[src/rtl/cap_fmt_pkg.sv]
package cap_fmt_pkg;

  // Output mode codes; the encoding is seen at the top-level mode_sel port.
  typedef enum logic [1:0] {
    CM_IDLE   = 2'b00,
    CM_TDM    = 2'b01,
    CM_STEREO = 2'b10,
    CM_RSVD   = 2'b11
  } cap_mode_e;

  // One set of three multifunction pin values.
  typedef struct packed {
    logic data;
    logic fs;
    logic bclk;
  } pin_trio_t;

endpackage

[src/rtl/cap_tdm_gen.sv]
module cap_tdm_gen
  import cap_fmt_pkg::*;
#(
  parameter int NUM_SLOTS = 6,
  parameter int SAMPLE_W  = 24,
  parameter int SLOT_W    = 32,
  parameter int BCLK_DIV  = 2
) (
  input  logic                          clk,
  input  logic                          rst,
  input  logic                          en,
  input  logic [NUM_SLOTS*SAMPLE_W-1:0] slot_bus,
  output pin_trio_t                     tdm_pins
);

  localparam int SIDX_W = (NUM_SLOTS > 1) ? $clog2(NUM_SLOTS) : 1;
  localparam int POS_W  = (SLOT_W > 1) ? $clog2(SLOT_W) : 1;
  localparam int DIV_W  = (BCLK_DIV > 1) ? $clog2(BCLK_DIV) : 1;
  localparam logic [SIDX_W-1:0] LAST_SLOT = SIDX_W'(NUM_SLOTS - 1);
  localparam logic [POS_W-1:0]  LAST_POS  = POS_W'(SLOT_W - 1);
  localparam logic [DIV_W-1:0]  LAST_DIV  = DIV_W'(BCLK_DIV - 1);
  localparam logic [POS_W:0]    DATA_BITS = (POS_W + 1)'(SAMPLE_W);

  typedef logic [SAMPLE_W-1:0] word_t;

  word_t live   [NUM_SLOTS];
  word_t shadow [NUM_SLOTS];

  logic [DIV_W-1:0]  div_cnt;
  logic              bclk_r;
  logic [SIDX_W-1:0] slot_cnt;
  logic [POS_W-1:0]  pos_cnt;
  logic              data_r;
  logic              fs_r;

  logic              fall_tick;
  logic [POS_W-1:0]  nxt_pos;
  logic [SIDX_W-1:0] nxt_slot;
  logic              frame_start;
  word_t             src_word;
  word_t             shifted;
  logic              nxt_bit;

  for (genvar g = 0; g < NUM_SLOTS; g++) begin : g_unpack
    assign live[g] = slot_bus[g*SAMPLE_W +: SAMPLE_W];
  end

  // Next bit position; the idle counter values make the first falling edge land on bit 0.
  always_comb begin
    fall_tick = (div_cnt == LAST_DIV) && bclk_r;
    if (pos_cnt == LAST_POS) begin
      nxt_pos  = '0;
      nxt_slot = (slot_cnt == LAST_SLOT) ? '0 : slot_cnt + 1'b1;
    end else begin
      nxt_pos  = pos_cnt + 1'b1;
      nxt_slot = slot_cnt;
    end
    frame_start = (nxt_slot == '0) && (nxt_pos == '0);
    src_word    = frame_start ? live[0] : shadow[nxt_slot];
    shifted     = src_word << nxt_pos;
    nxt_bit     = ({1'b0, nxt_pos} < DATA_BITS) ? shifted[SAMPLE_W-1] : 1'b0;
  end

  always_ff @(posedge clk) begin
    if (rst || !en) begin
      div_cnt  <= '0;
      bclk_r   <= 1'b0;
      slot_cnt <= LAST_SLOT;
      pos_cnt  <= LAST_POS;
      data_r   <= 1'b0;
      fs_r     <= 1'b0;
    end else if (div_cnt == LAST_DIV) begin
      div_cnt <= '0;
      bclk_r  <= ~bclk_r;
      if (bclk_r) begin
        slot_cnt <= nxt_slot;
        pos_cnt  <= nxt_pos;
        data_r   <= nxt_bit;
        fs_r     <= frame_start;
      end
    end else begin
      div_cnt <= div_cnt + 1'b1;
    end
  end

  // Frame snapshot storage: written only at a frame start, no reset needed.
  always_ff @(posedge clk) begin
    if (en && fall_tick && frame_start) begin
      for (int i = 0; i < NUM_SLOTS; i++) shadow[i] <= live[i];
    end
  end

  assign tdm_pins = '{data: data_r, fs: fs_r, bclk: bclk_r};

endmodule

[src/rtl/cap_stereo_ser.sv]
module cap_stereo_ser #(
  parameter int SAMPLE_W = 24
) (
  input  logic                clk,
  input  logic                rst,
  input  logic                bclk_in,
  input  logic                lr_in,
  input  logic [SAMPLE_W-1:0] left_word,
  input  logic [SAMPLE_W-1:0] right_word,
  output logic                sdo
);

  logic [2:0]          bclk_sync;
  logic [1:0]          lr_sync;
  logic                lr_last;
  logic [SAMPLE_W-1:0] shift_r;
  logic [SAMPLE_W-1:0] hold_right;
  logic                sdo_r;

  logic fall;
  logic lr_now;

  assign fall   = bclk_sync[2] & ~bclk_sync[1];
  assign lr_now = lr_sync[1];

  always_ff @(posedge clk) begin
    if (rst) begin
      bclk_sync <= 3'b111;
      lr_sync   <= 2'b11;
    end else begin
      bclk_sync <= {bclk_sync[1:0], bclk_in};
      lr_sync   <= {lr_sync[0], lr_in};
    end
  end

  always_ff @(posedge clk) begin
    if (rst) begin
      lr_last    <= 1'b1;
      shift_r    <= '0;
      hold_right <= '0;
      sdo_r      <= 1'b0;
    end else if (fall) begin
      lr_last <= lr_now;
      if (lr_now != lr_last) begin
        if (!lr_now) begin
          // Left channel starts a frame: snapshot both channels.
          sdo_r      <= left_word[SAMPLE_W-1];
          shift_r    <= left_word << 1;
          hold_right <= right_word;
        end else begin
          sdo_r   <= hold_right[SAMPLE_W-1];
          shift_r <= hold_right << 1;
        end
      end else begin
        sdo_r   <= shift_r[SAMPLE_W-1];
        shift_r <= shift_r << 1;
      end
    end
  end

  assign sdo = sdo_r;

endmodule

[src/rtl/cap_pin_route.sv]
module cap_pin_route
  import cap_fmt_pkg::*;
(
  input  logic      clk,
  input  logic      rst,
  input  cap_mode_e mode,
  input  logic      mux_en,
  input  logic      stereo_sd,
  input  pin_trio_t tdm_pins,
  input  pin_trio_t mux_pins,
  output logic      cap_sdo,
  output pin_trio_t mf_pins
);

  logic      cap_nxt;
  pin_trio_t mf_nxt;

  always_comb begin
    cap_nxt = 1'b0;
    mf_nxt  = '0;
    unique case (mode)
      CM_IDLE: begin
        if (mux_en) mf_nxt = mux_pins;
      end
      CM_TDM: begin
        mf_nxt = tdm_pins;
      end
      CM_STEREO: begin
        cap_nxt = stereo_sd;
        if (mux_en) mf_nxt = mux_pins;
      end
      default: begin
        cap_nxt = 1'b0;
        mf_nxt  = '0;
      end
    endcase
  end

  always_ff @(posedge clk) begin
    if (rst) begin
      cap_sdo <= 1'b0;
      mf_pins <= '0;
    end else begin
      cap_sdo <= cap_nxt;
      mf_pins <= mf_nxt;
    end
  end

endmodule

[src/rtl/cap_serial_out.sv]
module cap_serial_out
  import cap_fmt_pkg::*;
#(
  parameter int NUM_SLOTS = 6,
  parameter int SAMPLE_W  = 24,
  parameter int SLOT_W    = 32,
  parameter int BCLK_DIV  = 2,
  parameter int LEFT_IDX  = 1,
  parameter int RIGHT_IDX = 2
) (
  input  logic                          clk,
  input  logic                          rst,
  input  logic [1:0]                    mode_sel,
  input  logic                          mux_en,
  input  logic [NUM_SLOTS*SAMPLE_W-1:0] slot_data,
  input  logic                          in_bclk,
  input  logic                          in_lrclk,
  input  logic                          mux_sd,
  input  logic                          mux_bclk,
  input  logic                          mux_lrclk,
  output logic                          cap_sdo,
  output logic                          mf_data,
  output logic                          mf_fs,
  output logic                          mf_bclk
);

  cap_mode_e mode;
  pin_trio_t tdm_pins;
  pin_trio_t mux_pins;
  pin_trio_t mf_pins;
  logic      stereo_sd;

  assign mode     = cap_mode_e'(mode_sel);
  assign mux_pins = '{data: mux_sd, fs: mux_lrclk, bclk: mux_bclk};

  cap_tdm_gen #(
    .NUM_SLOTS (NUM_SLOTS),
    .SAMPLE_W  (SAMPLE_W),
    .SLOT_W    (SLOT_W),
    .BCLK_DIV  (BCLK_DIV)
  ) u_tdm (
    .clk      (clk),
    .rst      (rst),
    .en       (mode == CM_TDM),
    .slot_bus (slot_data),
    .tdm_pins (tdm_pins)
  );

  cap_stereo_ser #(
    .SAMPLE_W (SAMPLE_W)
  ) u_stereo (
    .clk        (clk),
    .rst        (rst),
    .bclk_in    (in_bclk),
    .lr_in      (in_lrclk),
    .left_word  (slot_data[LEFT_IDX*SAMPLE_W +: SAMPLE_W]),
    .right_word (slot_data[RIGHT_IDX*SAMPLE_W +: SAMPLE_W]),
    .sdo        (stereo_sd)
  );

  cap_pin_route u_route (
    .clk       (clk),
    .rst       (rst),
    .mode      (mode),
    .mux_en    (mux_en),
    .stereo_sd (stereo_sd),
    .tdm_pins  (tdm_pins),
    .mux_pins  (mux_pins),
    .cap_sdo   (cap_sdo),
    .mf_pins   (mf_pins)
  );

  assign mf_data = mf_pins.data;
  assign mf_fs   = mf_pins.fs;
  assign mf_bclk = mf_pins.bclk;

endmodule

[config.mk]
export PLATFORM = sky130hd
export DESIGN_NAME = cap_serial_out
export DESIGN_NICKNAME = d
export VERILOG_FILES = /design/src/rtl/cap_fmt_pkg.sv /design/src/rtl/cap_tdm_gen.sv /design/src/rtl/cap_stereo_ser.sv /design/src/rtl/cap_pin_route.sv /design/src/rtl/cap_serial_out.sv
export SDC_FILE = /design/constraint.sdc
export NUM_CORES = 1
export LEC_CHECK = 0
export ABC_AREA = 1
export BUFFER_PORTS_ARGS = -buffer_cell sky130_fd_sc_hd__buf_4
export CORE_UTILIZATION = 56
export CTS_CLUSTER_SIZE = 24
export DETAILED_ROUTE_END_ITERATION = 10
export GPL_ROUTABILITY_DRIVEN = 0
export HOLD_SLACK_MARGIN = 0.1
export PLACE_DENSITY = 0.86
export SLEW_MARGIN = 25
export SYNTH_ARGS = -nofsm -noshare
export SYNTH_HDL_FRONTEND = slang
export SYNTH_SLANG_ARGS = --single-unit
export TNS_END_PERCENT = 10
[constraint.sdc]
create_clock -name clk -period 9.6 [get_ports clk]
set_input_delay 0.96 -clock clk [delete_from_list [all_inputs] [get_ports clk]]
set_output_delay 0.96 -clock clk [all_outputs]
set_load 0.03 [all_outputs]
==> results by group <==
CTS
  • Post-CTS setup buffer count: 0
  • Latest clock arrival within the worst-skew pair: 0.52 ns
  • Clock Sinks: 214
  • Root Driver: clkbuf_16
  • H-tree depth: 1
  • Num CTS Buffers: 23
  • Clock Path Buffers: 3
  • Hold Buf Count CTS: 0
  • CTS tree: built
  • CTS resizes: 0
  • Clk pin slew, worst setup/hold paths: 0.06 ns

Placed design
  • Buffers on Ports: 157
  • Cells after DPL: 1302
  • Final HPWL DP: 16100 µm
  • Placed cell area: 10400 µm²
  • Setup slack at placement: 4.48 ns

Yosys
  • Share of the synthesized area in the top cell type: 47.1%
  • Ys Warns: 0
  • Synth Register Bits: 214
  • Synth Instances: 975
  • Commonest register cell after synthesis: edfxtp_1
  • Cell variety after synth: 32
  • Synthesized cell area: 9190 µm²
  • Post-synth top cells: nand2_1 (248), edfxtp_1 (144), nand3_1 (122), inv_1 (82), nor2_1 (75)
  • Mean Syn Cell Area: 9.42 µm²
  • Top-count cell post-synth: nand2_1
  • Syn_nets: 1133
  • Asr flop ratio synth: 0%
  • Seq/Total Area, Yosys: 62.3%
  • Synth area leaders: edfxtp_1 (47%), dfxtp_1 (15%), nand2_1 (10%), nand3_1 (6.6%), a21oi_1 (3.6%)
  • EDFF count, synth: 144
  • Post-synth top area cell: edfxtp_1

Global routing
  • Grt total ovfl: 0
  • Vias in the first global route: 7258
  • Global-route wire length before repair: 37100 µm
  • GRT Overall Usage: 28.8%
  • Initial antenna violation count: 1
  • Largest net degree at the start of global routing: 61

Pwr
  • LEAKAGE: 4.47 nW
  • Peak VDD IR: 133 µV
  • Pwr Total: 1.94 mW
  • PwrDens: 174 nW/µm²

Run status
  • Outcome: completed

Critical path
  • Crit path cell chain: ha_1, nand2_1, nor2_1, ha_1, nand2_4, nand2_2, nand2_2, nor2_4, nand3_4, inv_2, nand2_1, nor2_4, buf_4, buf_4
  • CP max FO: 60
  • Crit. End Element: flop
  • Max incr delay on CP: 0.77 ns
  • Startpoint types: flop
  • Critical setup path kind: flop to flop
  • Worst EP arrival: 5.34 ns
  • Slowest CP cell: nor2_4
  • Worst endpoint required time: 9.75 ns

Floorplanning
  • Die H: 130 µm
  • Die area: 16900 µm²
  • Core area: 15900 µm²
  • Floorplan row count: 46
  • Initial Util: 57.6%
  • I/O pin total: 158
  • DIE WIDTH: 130 µm

STA
  • Fin crit period: 5.19 ns
  • Final Hold Viols: 0
  • Setup TNS: 0 ns
  • Slew @ Worst Pin: 1.01 ns
  • RSZ-0062 raised after global routing: false
  • Clk_skew: 0.0114 ns
  • Slew HR: 32.6%
  • Final period utilization: 54.1%
  • Setup violators final: 0
  • Hold WS: 0.414 ns
  • Final max-slew violation count: 0
  • Worst setup margin: 4.41 ns
  • Max Freq: 193 MHz

Cells and area
  • Post-route cell area: 11200 µm²
  • Final Core Density: 70.0%
  • Nets: 1269
  • Fin cells: 1344
  • Synthesis-to-finish area growth: 21.5%
  • Fillers: 1145
  • Layout cell share with drive strength beyond 1: 19.9%
  • Diodes inserted: 0

Detailed routing
  • Detailed-route DRC error count: 0
  • Avg Vias per Cell: 5.68
  • Via count: 7631
  • TritonRoute pass-1 iters: 8
  • DR WL/cell: 17.6 µm
  • Initial DRC count: 911
  • ANT nets after route: 0
  • Final wirelength: 23700 µm

Run
  • Max_cap viols: 0

Worst hold path
  • Worst hold-check path type: flop to flop
-- sequential cells by signal (all words and copies together) (netlist names) --
signal               count
u_stereo.sdo             1
u_stereo.lr_last         1
u_tdm.slot_cnt           3
u_stereo.lr_sync         2
u_tdm.data_r             1
u_tdm.shadow           144
u_route.cap_sdo          1
u_route.mf_pins          3
u_tdm.pos_cnt            5
u_stereo.bclk_sync       3
u_stereo.shift_r        23
u_tdm.bclk_r             1
u_tdm.div_cnt            1
u_stereo.hold_right     24
u_tdm.fs_r               1
-- kinds of logic (layout without fill, tap and decap cells) --
family	count (synthesis)	in the layout	share of synthesized area [%]
adder cells (fa/ha/maj)	4	4	0.545
buffers and inverters	139	292	6.47
AND/OR/NAND/NOR	472	472	21.9
flip-flops	214	214	62.3
AO/OA/AOI/OAI	146	146	8.75
-- worst max-delay path, delay by kind of cell, from the launching register on --
kind	cells	cell delay, ns
simple gates	9	2.17
buf+inv	3	1.63
fa+ha+maj	2	0.51
flops	1	0.45
-- power breakdown --
group          total (mW)  switching [mW]  internal, mW  leakage, nW
clock               0.860           0.364         0.496        0.358
combinational      0.0949          0.0452        0.0497         2.25
sequential          0.987         0.00136         0.985         1.86
-- layer usage --
metal / GRT usage (%) / share of wire, %
met4: 10.6 / 2.8
met2: 48.2 / 49
met5: 0 / 0
met3: 4.96 / 9.7
met1: 37.9 / 39
-- layout make-up --
type / count / area (µm²) / share of cell area [%]
inverters: 86 / 323 / 2.89
well taps: 216 / 270 / 2.42
flip-flops and latches: 214 / 5730 / 51.3
clock buffers: 30 / 632 / 5.66
clock inverters: 12 / 106 / 0.953
multi-input cells: 622 / 2880 / 25.8
repair buffers: 164 / 1230 / 11.0
-- final timing paths --
kind | startpoint | to | slack (ns) | depth (start not counted)
min | u_stereo.lr_sync[0] | u_stereo.lr_sync[1] | 0.41 | 1
min reg2reg | u_stereo.lr_sync[0] | u_stereo.lr_sync[1] | 0.41 | 1
max | u_tdm.pos_cnt[0] | u_tdm.shadow[5][18] | 4.41 | 14
max reg2reg | u_tdm.pos_cnt[0] | u_tdm.shadow[5][18] | 4.41 | 14
-- layout by cell type, fill, tap and decap left out, types with 7 or more instances in the layout --
cell type,n
a31oi_1,24
clkbuf_16,23
dfxtp_1,70
buf_4,164
or2_2,8
nand3_1,122
nand2_2,7
nor2_1,73
edfxtp_1,144
a21oi_1,66
o211ai_1,9
nand2_1,248
o21ai_0,36
inv_1,82
Power figures use the tool's default switching activity.
